[config.mk]
export PLATFORM = sky130hd
export DESIGN_NAME = ebc_bus_ctrl
export DESIGN_NICKNAME = d
export VERILOG_FILES = /design/src/rtl/ebc_pkg.sv /design/src/rtl/ebc_cfg_regs.sv /design/src/rtl/ebc_timing.sv /design/src/rtl/ebc_lanes.sv /design/src/rtl/ebc_bus_ctrl.sv
export SDC_FILE = /design/constraint.sdc
export NUM_CORES = 1
export LEC_CHECK = 0
export BUFFER_PORTS_ARGS = -buffer_cell sky130_fd_sc_hd__buf_2
export CAP_MARGIN = 30
export CORE_AREA = 2 2 131 107
export CTS_CLUSTER_SIZE = 16
export DETAILED_ROUTE_END_ITERATION = 12
export DIE_AREA = 0 0 133 109
export GPL_ROUTABILITY_DRIVEN = 0
export GPL_TIMING_DRIVEN = 0
export PLACE_DENSITY = 0.73
export SLEW_MARGIN = 25
export SYNTH_ARGS = -nofsm -noshare
export SYNTH_HDL_FRONTEND = slang
export SYNTH_SLANG_ARGS = --single-unit
export TNS_END_PERCENT = 100
[constraint.sdc]
create_clock -name clk -period 4.1 [get_ports clk]
set_clock_uncertainty 0.1 [all_clocks]
set_input_delay 0.82 -clock clk [delete_from_list [all_inputs] [get_ports clk]]
set_output_delay 0.82 -clock clk [all_outputs]
set_load 0.05 [all_outputs]
[src/rtl/ebc_pkg.sv]
package ebc_pkg;

    localparam int WAIT_W = 3;

    // Per-area settings, packed in the order of the setting write word
    typedef struct packed {
        logic              ext;     // bit 6: extension ticks around access
        logic              early;   // bit 5: read strobe released a tick early
        logic [WAIT_W-1:0] waits;   // bits 4:2: programmed wait states
        logic              slow;    // bit 1: long (3-state) access
        logic              narrow;  // bit 0: 8-bit data bus
    } area_cfg_t;

    localparam area_cfg_t CFG_RESET = '{
        ext: 1'b0, early: 1'b0, waits: {WAIT_W{1'b1}}, slow: 1'b1, narrow: 1'b0
    };

    typedef enum logic [1:0] {
        ST_IDLE,
        ST_PRE,
        ST_ACC,
        ST_POST
    } bus_state_e;

endpackage

[src/rtl/ebc_cfg_regs.sv]
module ebc_cfg_regs
    import ebc_pkg::*;
#(
    parameter int SEL_W = 3
) (
    input  logic             clk,
    input  logic             rst_n,
    input  logic             wr_en,
    input  logic [SEL_W-1:0] wr_sel,
    input  area_cfg_t        wr_val,
    input  logic [SEL_W-1:0] rd_sel,
    output area_cfg_t        rd_val
);

    localparam int N_AREAS = 1 << SEL_W;

    area_cfg_t regs [N_AREAS];

    for (genvar g = 0; g < N_AREAS; g++) begin : g_area
        always_ff @(posedge clk or negedge rst_n) begin
            if (!rst_n) begin
                regs[g] <= CFG_RESET;
            end else if (wr_en && (wr_sel == SEL_W'(g))) begin
                regs[g] <= wr_val;
            end
        end
    end

    assign rd_val = regs[rd_sel];

endmodule

[src/rtl/ebc_timing.sv]
module ebc_timing
    import ebc_pkg::*;
#(
    parameter int CNT_W = 5
) (
    input  logic              slow,
    input  logic              early,
    input  logic [WAIT_W-1:0] waits,
    output logic [CNT_W-1:0]  acc_last,
    output logic [CNT_W-1:0]  rd_last
);

    int n_states;

    always_comb begin
        n_states = slow ? (3 + int'(waits)) : 2;
        acc_last = CNT_W'(2 * n_states - 1);
        rd_last  = early ? (acc_last - CNT_W'(1)) : acc_last;
    end

endmodule

[src/rtl/ebc_lanes.sv]
module ebc_lanes (
    input  logic        narrow,
    input  logic [1:0]  be,
    input  logic        phase,
    input  logic [15:0] wdata,
    input  logic [15:0] din,
    input  logic [15:0] rdata_q,
    output logic        hi_en,
    output logic        lo_en,
    output logic [15:0] dout,
    output logic [15:0] rdata_next
);

    logic use_odd;

    always_comb begin
        // on a narrow bus, the odd byte is the second half of a word or an odd single byte
        use_odd = (be == 2'b11) ? phase : !be[1];
        if (narrow) begin
            hi_en      = 1'b1;
            lo_en      = 1'b0;
            dout       = {use_odd ? wdata[7:0] : wdata[15:8], 8'h00};
            rdata_next = use_odd ? {rdata_q[15:8], din[15:8]}
                                 : {din[15:8], rdata_q[7:0]};
        end else begin
            hi_en      = be[1];
            lo_en      = be[0];
            dout       = wdata;
            rdata_next = {be[1] ? din[15:8] : rdata_q[15:8],
                          be[0] ? din[7:0]  : rdata_q[7:0]};
        end
    end

endmodule

[src/rtl/ebc_bus_ctrl.sv]
module ebc_bus_ctrl
    import ebc_pkg::*;
#(
    parameter int ADDR_W    = 24,
    parameter int AREA_BITS = 3
) (
    input  logic                        clk,
    input  logic                        rst_n,
    input  logic                        req_valid,
    output logic                        req_ready,
    input  logic [ADDR_W-1:0]           req_addr,
    input  logic                        req_write,
    input  logic [1:0]                  req_be,
    input  logic [15:0]                 req_wdata,
    output logic                        done,
    output logic [15:0]                 rdata,
    input  logic                        cfg_we,
    input  logic [AREA_BITS-1:0]        cfg_area,
    input  logic [$bits(area_cfg_t)-1:0] cfg_wdata,
    output logic [ADDR_W-1:0]           bus_addr,
    output logic [(1<<AREA_BITS)-1:0]   bus_cs_n,
    output logic                        bus_as_n,
    output logic                        bus_rd_n,
    output logic                        bus_hwr_n,
    output logic                        bus_lwr_n,
    output logic [15:0]                 bus_dout,
    output logic                        bus_doe,
    input  logic [15:0]                 bus_din
);

    localparam int N_AREAS   = 1 << AREA_BITS;
    localparam int MAX_TICKS = 2 * (2 + (1 << WAIT_W));
    localparam int CNT_W     = $clog2(MAX_TICKS);

    bus_state_e              state, state_d;
    logic [CNT_W-1:0]        cnt, cnt_d;
    logic                    phase_q, phase_d;
    logic                    fin;
    area_cfg_t               cur_cfg, sel_cfg;
    logic [ADDR_W-1:0]       addr_q;
    logic                    write_q;
    logic [1:0]              be_q;
    logic [15:0]             wdata_q;
    logic [15:0]             rdata_q, rdata_next;
    logic                    done_q;
    logic [CNT_W-1:0]        acc_last, rd_last;
    logic                    hi_en, lo_en;
    logic                    accept, idle, split_more, strobe_win;
    logic [AREA_BITS-1:0]    area_q;

    assign idle       = (state == ST_IDLE);
    assign accept     = idle && req_valid;
    assign area_q     = addr_q[ADDR_W-1 -: AREA_BITS];
    assign split_more = cur_cfg.narrow && (be_q == 2'b11) && !phase_q;

    ebc_cfg_regs #(.SEL_W(AREA_BITS)) u_cfg (
        .clk    (clk),
        .rst_n  (rst_n),
        .wr_en  (cfg_we && idle),
        .wr_sel (cfg_area),
        .wr_val (area_cfg_t'(cfg_wdata)),
        .rd_sel (req_addr[ADDR_W-1 -: AREA_BITS]),
        .rd_val (sel_cfg)
    );

    ebc_timing #(.CNT_W(CNT_W)) u_timing (
        .slow     (cur_cfg.slow),
        .early    (cur_cfg.early),
        .waits    (cur_cfg.waits),
        .acc_last (acc_last),
        .rd_last  (rd_last)
    );

    ebc_lanes u_lanes (
        .narrow     (cur_cfg.narrow),
        .be         (be_q),
        .phase      (phase_q),
        .wdata      (wdata_q),
        .din        (bus_din),
        .rdata_q    (rdata_q),
        .hi_en      (hi_en),
        .lo_en      (lo_en),
        .dout       (bus_dout),
        .rdata_next (rdata_next)
    );

    // next state
    always_comb begin
        state_d = state;
        cnt_d   = cnt + CNT_W'(1);
        phase_d = phase_q;
        fin     = 1'b0;
        unique case (state)
            ST_IDLE: begin
                cnt_d   = '0;
                phase_d = 1'b0;
                if (accept) state_d = sel_cfg.ext ? ST_PRE : ST_ACC;
            end
            ST_PRE: begin
                if (cnt == CNT_W'(1)) begin
                    state_d = ST_ACC;
                    cnt_d   = '0;
                end
            end
            ST_ACC: begin
                if (cnt == acc_last) begin
                    cnt_d = '0;
                    if (cur_cfg.ext) begin
                        state_d = ST_POST;
                    end else if (split_more) begin
                        phase_d = 1'b1;
                    end else begin
                        state_d = ST_IDLE;
                        fin     = 1'b1;
                    end
                end
            end
            ST_POST: begin
                if (cnt == CNT_W'(1)) begin
                    cnt_d = '0;
                    if (split_more) begin
                        state_d = ST_PRE;
                        phase_d = 1'b1;
                    end else begin
                        state_d = ST_IDLE;
                        fin     = 1'b1;
                    end
                end
            end
        endcase
    end

    // state register
    always_ff @(posedge clk or negedge rst_n) begin
        if (!rst_n) begin
            state   <= ST_IDLE;
            cnt     <= '0;
            phase_q <= 1'b0;
        end else begin
            state   <= state_d;
            cnt     <= cnt_d;
            phase_q <= phase_d;
        end
    end

    // request capture and read data
    always_ff @(posedge clk or negedge rst_n) begin
        if (!rst_n) begin
            cur_cfg <= CFG_RESET;
            addr_q  <= '0;
            write_q <= 1'b0;
            be_q    <= 2'b00;
            wdata_q <= '0;
            rdata_q <= '0;
            done_q  <= 1'b0;
        end else begin
            done_q <= fin;
            if (accept) begin
                cur_cfg <= sel_cfg;
                addr_q  <= req_addr;
                write_q <= req_write;
                be_q    <= req_be;
                wdata_q <= req_wdata;
                rdata_q <= '0;
            end else if (state == ST_ACC && !write_q && cnt == rd_last) begin
                rdata_q <= rdata_next;
            end
        end
    end

    // outputs
    always_comb begin
        strobe_win = (state == ST_ACC) && (cnt != '0);
        req_ready  = idle;
        done       = done_q;
        rdata      = rdata_q;
        bus_as_n   = idle;
        bus_cs_n   = '1;
        bus_addr   = '0;
        if (!idle) begin
            bus_cs_n[area_q] = 1'b0;
            bus_addr = {addr_q[ADDR_W-1:1], addr_q[0] | phase_q};
        end
        bus_rd_n  = !(strobe_win && !write_q && cnt <= rd_last);
        bus_hwr_n = !(strobe_win && write_q && hi_en);
        bus_lwr_n = !(strobe_win && write_q && lo_en);
        bus_doe   = (state == ST_ACC) && write_q;
    end

endmodule

## Word-level counts from Yosys, hierarchy flattened

Cells that the tools add are included.

- Add/subtract/negate cells: 4
- Magnitude comparators: 4
- Equality and inequality tests: 22
- Muxes and demuxes: 42
- Bitwise logic cells: 3
- Reduce and logical (&&, ||, !) cells: 40

Operators with widths:

| operator | number |
|---|---|
| two-way mux 16 bit | 5 |
| two-way mux 8 bit | 4 |
| two-way mux 24 bit | 1 |
| logical AND 1 bit | 22 |
| binary-select mux 7 bit (select 3 bit) | 1 |
| two-way mux 5 bit | 3 |
| case mux 5 bit (3 select lines) | 1 |
| two-way mux 2 bit | 7 |
| two-way mux 7 bit | 2 |
| two-way mux 1 bit | 13 |
| == test 3 bit, second input constant | 4 |
| == test 5 bit | 2 |
| inequality test 2 bit, second input constant | 5 |
| nonzero test 3 bit | 3 |
| inverter 8 bit | 1 |
| case mux 2 bit (4 select lines) | 1 |
| == test 2 bit, second input constant | 3 |
| == test 3 x 2 -> 1 bit, second input constant | 2 |
| zero test 1 bit | 6 |
| inequality test 3 bit, second input constant | 2 |
| AND reduction 3 bit | 2 |
| adder 5 x 1 -> 5 bit, second input constant | 1 |
| == test 5 x 1 -> 1 bit, second input constant | 1 |
| <= comparator 5 bit | 1 |
| 22 further kinds | 22 |

- Register bits: 131
- Bits of input ports: 73
- Output and inout bits: 71
- Word-level logic and storage cells: 170

## Depth between registers and ports, before layout

Gate-level depths: netlist of the first run.

- Word-level depth: 9
- Depth in mapped cells: 12
- Mapped depth without buffers: 11

## Cells and area by module

From an unflattened synthesis of the first run, not the netlist that was laid out.

- Cells, all modules: 553
- Area, all modules: 7014.2 um2

Modules (own cells, without submodules):

| module | instances | cells each | area an instance (um2) | seq. area each (um2) |
|---|---|---|---|---|
| ebc_bus_ctrl | 1 | 303 | 3590.9 | 1881.8 |
| ebc_cfg_regs | 1 | 152 | 2675.1 | 1441.4 |
| ebc_lanes | 1 | 77 | 608.1 | 0.0 |
| ebc_timing | 1 | 21 | 140.1 | 0.0 |

## Least setup slack after synthesis of the first run

No wires, ideal clock.

- Path kind: register to output
- Start: register cur_cfg[2] (netlist bit)
- End: output bus_rd_n
- Arrival time: 2.606 ns
- Required time: 3.180 ns
- Slack: 0.574 ns
- Cell stages (with the launch flop): 11
- Path buffers: 0
- Cells stage by stage: dfstp_2 inv_1 ha_1 and2_1 ha_1 ha_1 a21o_1 a21oi_1 nor2b_1 o32ai_1 nand3b_1

- Cells in the longest elaborated chain, start to end: 8

Ends and longest elaborated chain:

| item | RTL line | source |
|---|---|---|
| from (decl) | ebc_bus_ctrl.sv:39 | `area_cfg_t cur_cfg, sel_cfg;` |
| from (signal assigned) | ebc_bus_ctrl.sv:159 | `cur_cfg <= sel_cfg;` |
| adder 2 x 3 -> 4 bit (*) | ebc_timing.sv:16 | `n_states = slow ? (3 + int'(waits)) : 2;` |
| two-way mux 4 bit (*) | ebc_timing.sv:16 |  |
| subtractor 5 x 2 -> 5 bit (*) | ebc_timing.sv:17 | `acc_last = CNT_W'(2 * n_states - 1);` |
| subtractor 5 x 1 -> 5 bit | ebc_timing.sv:18 | `rd_last = early ? (acc_last - CNT_W'(1)) : acc_last;` |
| two-way mux 5 bit (*) | ebc_timing.sv:18 |  |
| <= comparator 5 bit (*) | ebc_bus_ctrl.sv:184 | `bus_rd_n = !(strobe_win && !write_q && cnt <= rd_last);` |
| logical AND 1 bit (*) | ebc_bus_ctrl.sv:184 |  |
| zero test 1 bit (*) | ebc_bus_ctrl.sv:184 |  |
| to (decl) | ebc_bus_ctrl.sv:23 | `output logic bus_rd_n,` |

Every way passes the cells marked *; elsewhere a longest branch is shown, timed or not.

## Worst setup path after layout of the first run

- Start: register cur_cfg[3] (netlist bit)
- End: output bus_rd_n

The elaborated chain is that of the path after synthesis.

==> results of run 1 <==
[how the worst max path moves through the flow]
stage                           start       end  cells past startpoint
2_1_floorplan  cur_cfg[2]$_DFFE_PN1P_  bus_rd_n                     10
3_3_place_gp   cur_cfg[2]$_DFFE_PN1P_  bus_rd_n                     11
3_5_place_dp   cur_cfg[2]$_DFFE_PN1P_  bus_rd_n                     11
4_1_cts        cur_cfg[3]$_DFFE_PN1P_  bus_rd_n                     11
5_1_grt        cur_cfg[3]$_DFFE_PN1P_  bus_rd_n                     11
6_report       cur_cfg[3]$_DFFE_PN1P_  bus_rd_n                     11
[synth_stat cells (5+ instances only)]
cell type,count
ha_1,10
dfrtp_1,95
nor2_2,5
and2_1,24
nand2_1,44
inv_1,9
o21ai_0,10
nor2_1,10
clkbuf_1,6
buf_2,10
mux2_2,114
mux2i_1,7
o31ai_1,8
nor2b_1,15
a32o_1,8
dfstp_2,36
mux4_2,14
a21oi_1,8
nand3_1,12
[registers in the layout, indices dropped and copies added (netlist names), 2 cells and up]
signal,flops
cnt,5
rdata,16
u_cfg.regs,56
state,2
cur_cfg,7
be_q,2
wdata_q,16
addr_q,24
[stage by stage]
step                total power, mW  instances  instance area (um2)  util [%]  hold slack, ns
global route                   8.30        856                 8080      60.9           0.237
global placement               6.14        821                 7390      55.7           0.363
floorplan                      5.36        501                 6470         -           0.350
finish                         7.86        856                 8080      60.9           0.219
CTS                            7.87        855                 8050      60.7           0.217
detailed placement             6.28        822                 7430      56.0           0.367
[cells in the final DEF, fill, tap and decap left out, drive strengths merged, types with 4 or more instances in the layout]
cell type / instances
a21oi: 8
a32o: 8
and2: 25
buf: 161
clkbuf: 24
clkinv: 5
clkinvlp: 4
dfrtp: 95
dfstp: 36
ha: 10
inv: 13
mux2: 114
mux2i: 7
mux4: 14
nand2: 46
nand3: 12
nor2: 15
nor2b: 15
nor3: 4
o21ai: 10
o31ai: 8
xnor2: 4
[layer usage]
metal / up-vias / share of wire (%) / global-route usage, %
li1: 2120 / - / -
met1: 2334 / 44 / 29.7
met2: 132 / 49 / 35.1
met3: 27 / 5.0 / 5.86
met4: 0 / 2.1 / 10.2
met5: - / 0 / 0
[worst max-delay path: stages, from the launching register on]
cell	delay [ns]
dfstp_2	0.55
inv_1	0.06
ha_1	0.30
and2_1	0.18
ha_4	0.28
ha_4	0.19
a21o_1	0.17
a21oi_1	0.13
nor2b_1	0.06
o32ai_1	0.26
nand3b_1	0.19
buf_6	0.21
[final cells by class]
cell class	instances	area (um2)
Multi-Input combinational cell	334	2960
Sequential cell	131	3320
Clock buffer	17	425
Inverter	10	40.0
Clock inverter	15	179
Buffer	26	168
Tap cell	180	225
Antenna cell	1	2.50
Fill cell	1034	5190
Timing Repair Buffer	142	752
[kinds of logic (layout without fill, tap and decap cells)]
group | Yosys count | in the layout
adders and majority gates | 10 | 10
other | 0 | 1
buffers and inverters | 36 | 210
and+or+nand+nor | 131 | 131
DFF | 131 | 131
muxes | 135 | 135
xor gates and xnor gates | 7 | 7
AOI/OAI and AO/OA | 51 | 51
[power by group through the flow]
stage,clock (mW),combinational (mW),sequential [mW]
2_1_floorplan,0,2.83,2.53
3_3_place_gp,0,3.78,2.35
3_5_place_dp,0,3.87,2.41
4_1_cts,1.56,3.91,2.40
5_1_grt,1.62,4.19,2.48
6_report,1.54,3.92,2.40
[timing repair]
action / 4_1_cts / 5_1_grt
setup endpoints to repair: 1 / 1
gates resized for setup: 2 / 2
pin swaps: 0 / 1
setup buffers: 1 / 0
==> reports/summary.txt, run 1 <==
Outcome - complete, no violations
Synth Area in Compound Gates - 5.73%
Clk pwr share - 19.6%
DRT iter0 DRCs - 238
First-pass iteration count of the detailed router - 5
Multiplexer area fraction after synthesis - 25.8%
Tcrit/Tclk final - 96.0%
CTS Buffer Depth - 2
Root Buffer - clkbuf_16
# IOs - 144
Layout Nets - 745
Via density per instance - 5.39
Power Internal - 4.40 mW
DP Worst Slack - 0.458 ns
Syn. warnings - 0
Share of the synthesized area in the top cell type - 36.8%
Max_cap viols - 0
Critical path data arrival time - 3.02 ns
DRC violations left - 0
Clk_lat worst skew - 0.42 ns
First-pass GRT wire length - 24900 um
H-tree depth - 4
Synth cell types - 53
Combinational share of power - 49.9%
Hold Crit Class - in2async
Syn Nets - 584
Main combinational cell family by area after synthesis - multiplexers
FF+latch count, synth - 131
Max Fanout on Critical Path - 3
Adder and majority cell fraction of the synthesized area - 1.93%
Synth Instances - 501
Part of the power in registers - 30.5%
Post-synth top area cell - dfrtp_1
GRT Total Usage - 22.5%
CTS clock-pin slew for the worst setup and hold paths - 0.06 ns
Hold Buf Count CTS - 0
Final setup viols - 0
Row count - 38
Simple-gate portion of the synthesized area - 10.8%
Grt total ovfl - 0
Core ar. - 13300 um2
Setup WS post-layout - 0.164 ns
Routed wire length - 15600 um
Syn Area/Cell - 12.9 um2
Number of global-route vias before repair - 4825
# port buffers - 140
DP HPWL - 11400 um
Clock sinks - 131
Sw Ratio - 44.1%
FMAX - 254 MHz
Die Ht - 109 um
Synth Flop Type - dfrtp_1
Effective utilization at floorplan - 48.7%
Peak supply drop - 0.735 mV
Routed length per instance - 18.3 um
Worst-case reg-to-reg path depth - 11
Post-Synth XOR/XNOR Area - 1.16%
Die Width - 133 um
Routed Antenna Nets - 0
R2R Path End - rdata[7]$_DFFE_PN0P_
TritonCTS clock tree - done
Ys async rst share - 100%
Area growth, synth to finish - 24.9%
Worst slew pin tran - 0.788 ns
Startpoint Class - register
FF-to-FF setup slack - 0.72 ns
Vias - 4613
Reg-to-reg startpoint - cur_cfg[3]$_DFFE_PN1P_
RSZ-0062 raised after global routing - no
Critical path class - reg2out
Antenna violations before repair - 1
Layout cell share with drive strength beyond 1 - 55.3%
PwrDens - 974 nW/um2
Slew Limit Fails - 0
CP required - 3.18 ns
Sequential area share after synthesis - 51.4%
Setup crit end kind - primary output
Fin crit period - 3.94 ns
Synth area leaders - dfrtp_1, mux2_2, dfstp_2, mux4_2, nand2_1
CTS buffer count - 17
Max-slew headroom - 47.5%
LEAKAGE - 3.65 nW
Fin. Hold Viols - 0
Net Sw Power - 3.46 mW
Pin count of the biggest net entering global routing - 78
Die area - 14500 um2
Mapped Area - 6470 um2
Setup TNS - 0 ns
Number of synthesized flops with an enable pin - 0
Note: power is estimated with default switching activity, not from simulation.
==> run 2: changes to the inputs <==
- CTS_BUF_LIST: default -> sky130_fd_sc_hd__clkbuf_8
==> run 2 against run 1 <==
Global-route usage decreased by 0.38 points; largest power group unchanged; final area decreased by 2.3%; highest routed layer unchanged; die area unchanged; flip-flop and latch count unchanged; critical endpoint unchanged.
==> reports/summary.txt, run 2 (synthesized netlist as in run 1, its figures left out) <==
Startpoint Class - register
Final Cell Area - 7890 um2
Clk_lat worst skew - 0.45 ns
Number of global-route vias before repair - 4785
Fin crit period - 3.92 ns
Critical path class - reg2out
Layout Nets - 745
Routed Antenna Nets - 0
Final Util - 59.5%
Core ar. - 13300 um2
Slowest-stage cell, CP - dfstp_2
Die area - 14500 um2
Max reg flops - 56
Combinational share of power - 52.6%
FMAX - 255 MHz
Critical path data arrival time - 3.00 ns
DRT iter0 DRCs - 271
Effective utilization at floorplan - 48.7%
Max Fanout on Critical Path - 3
# port buffers - 140
H-tree depth - 4
Peak supply drop - 0.566 mV
Post-DP Area - 7430 um2
R2R Path End - rdata[7]$_DFFE_PN0P_
DRC violations left - 0
PwrDens - 944 nW/um2
Antenna violations before repair - 1
Die Ht - 109 um
Vias - 4639
CTS Buffer Depth - 2
Routed length per instance - 18.0 um
Setup crit end kind - primary output
Fin. Hold Viols - 0
Final setup viols - 0
Sw Ratio - 45.7%
Top Registers - u_cfg.regs (56), addr_q (24)
Worst slew pin tran - 0.810 ns
Most used cell, CP - ha_4
Routed wire length - 15400 um
Largest reg by FF count - u_cfg.regs
Max_cap viols - 0
Die Width - 133 um
DP HPWL - 11400 um
First-pass iteration count of the detailed router - 4
Max-slew headroom - 46.0%
Crit-path cells - inv_1, ha_1, and2_4, ha_4, ha_4, a21o_1, a21oi_1, nor2b_1, o32ai_1, nand3b_1, buf_6
Clk pwr share - 15.3%
Filler cell count - 1066
TritonCTS clock tree - done
Commonest non-fill, non-tap cell in the layout - buf_2
Final hold slack - 0.192 ns
Outcome - complete, no violations
Slew Limit Fails - 0
# IOs - 144
FF-to-FF setup slack - 0.76 ns
Via density per instance - 5.42
GRT Total Usage - 22.1%
Row count - 38
CTS buffer count - 17
Root Buffer - clkbuf_8
Setup TNS - 0 ns
Worst-case reg-to-reg path depth - 11
Reg-to-reg startpoint - cur_cfg[3]$_DFFE_PN1P_
Layout cell share with drive strength beyond 1 - 55.4%
Worst Setup SP - cur_cfg[3]$_DFFE_PN1P_
Commonest non-fill, non-tap cells in the layout - buf_2, mux2_2, dfrtp_1
CTS clock-pin slew for the worst setup and hold paths - 0.08 ns
Power Internal - 4.04 mW
Tcrit/Tclk final - 95.6%
Clock sinks - 131
LEAKAGE - 3.57 nW
CP required - 3.18 ns
RSZ-0062 raised after global routing - no
Hold Crit Class - in2async
Area growth, synth to finish - 22.0%
First-pass GRT wire length - 24600 um
Slowest stage delay, CP - 0.56 ns
Grt total ovfl - 0
Pin count of the biggest net entering global routing - 78
Part of the power in registers - 32.1%
Net Sw Power - 3.40 mW
-- run 2: per-layer routing --
layer | GRT usage (%) | vias up | wire (um)
li1 | - | 2132 | -
met1 | 29.7 | 2358 | 6950
met4 | 8.06 | 0 | 330
met3 | 6.46 | 29 | 733
met2 | 34.3 | 120 | 7400
met5 | 0 | - | 0
-- run 2: power groups by stage --
stage | Clock, mW | Sequential, mW | Combinational [mW]
6_report | 1.14 | 2.39 | 3.92
5_1_grt | 1.22 | 2.48 | 4.19
3_3_place_gp | 0 | 2.35 | 3.78
4_1_cts | 1.16 | 2.39 | 3.91
2_1_floorplan | 0 | 2.53 | 2.83
3_5_place_dp | 0 | 2.41 | 3.87
-- run 2: layout make-up --
class	count	area (um2)	share of cell area, %
multi-input cells	334	2960	37.6
clock inverters	15	179	2.27
diodes	1	2.50	0.0317
repair buffers	142	752	9.54
flip-flops and latches	131	3320	42.1
clock buffers	17	234	2.97
plain buffers	26	168	2.13
well taps	180	225	2.86
inverters	10	40.0	0.508
-- run 2: how the worst max path moves through the flow --
| stage | slack, ns | to | cells past startpoint |
|---|---|---|---|
| 5_1_grt | 0.02 | bus_rd_n | 11 |
| 6_report | 0.18 | bus_rd_n | 11 |
| 3_5_place_dp | 0.46 | bus_rd_n | 11 |
| 4_1_cts | 0.04 | bus_rd_n | 11 |
| 2_1_floorplan | 0.57 | bus_rd_n | 10 |
| 3_3_place_gp | 0.48 | bus_rd_n | 11 |
-- run 2: critical path: cells and delay by family, from the launching register on --
| family | cells | cell delay, ns |
|---|---|---|
| AND/OR/NAND/NOR | 3 | 0.40 |
| AO/OA/AOI/OAI | 3 | 0.57 |
| flip-flops | 1 | 0.56 |
| buffers and inverters | 2 | 0.27 |
| adder cells (fa/ha/maj) | 3 | 0.74 |
-- run 2: per-stage QoR --
stage,instances,setup WS [ns],power [mW]
after floorplan,501,0.574,5.36
after CTS,855,0.0449,7.45
after detailed placement,822,0.458,6.28
final,856,0.181,7.44
after global routing,856,0.0247,7.88
after global placement,821,0.477,6.14
-- run 2: repair_timing --
action | 4_1_cts | 5_1_grt
pin swaps | 0 | 1
gates cloned | 0 | 0
resized for setup | 2 | 3
buffers inserted | 1 | 0
setup endpoints to repair | 1 | 1
hold buffers | 0 | 0
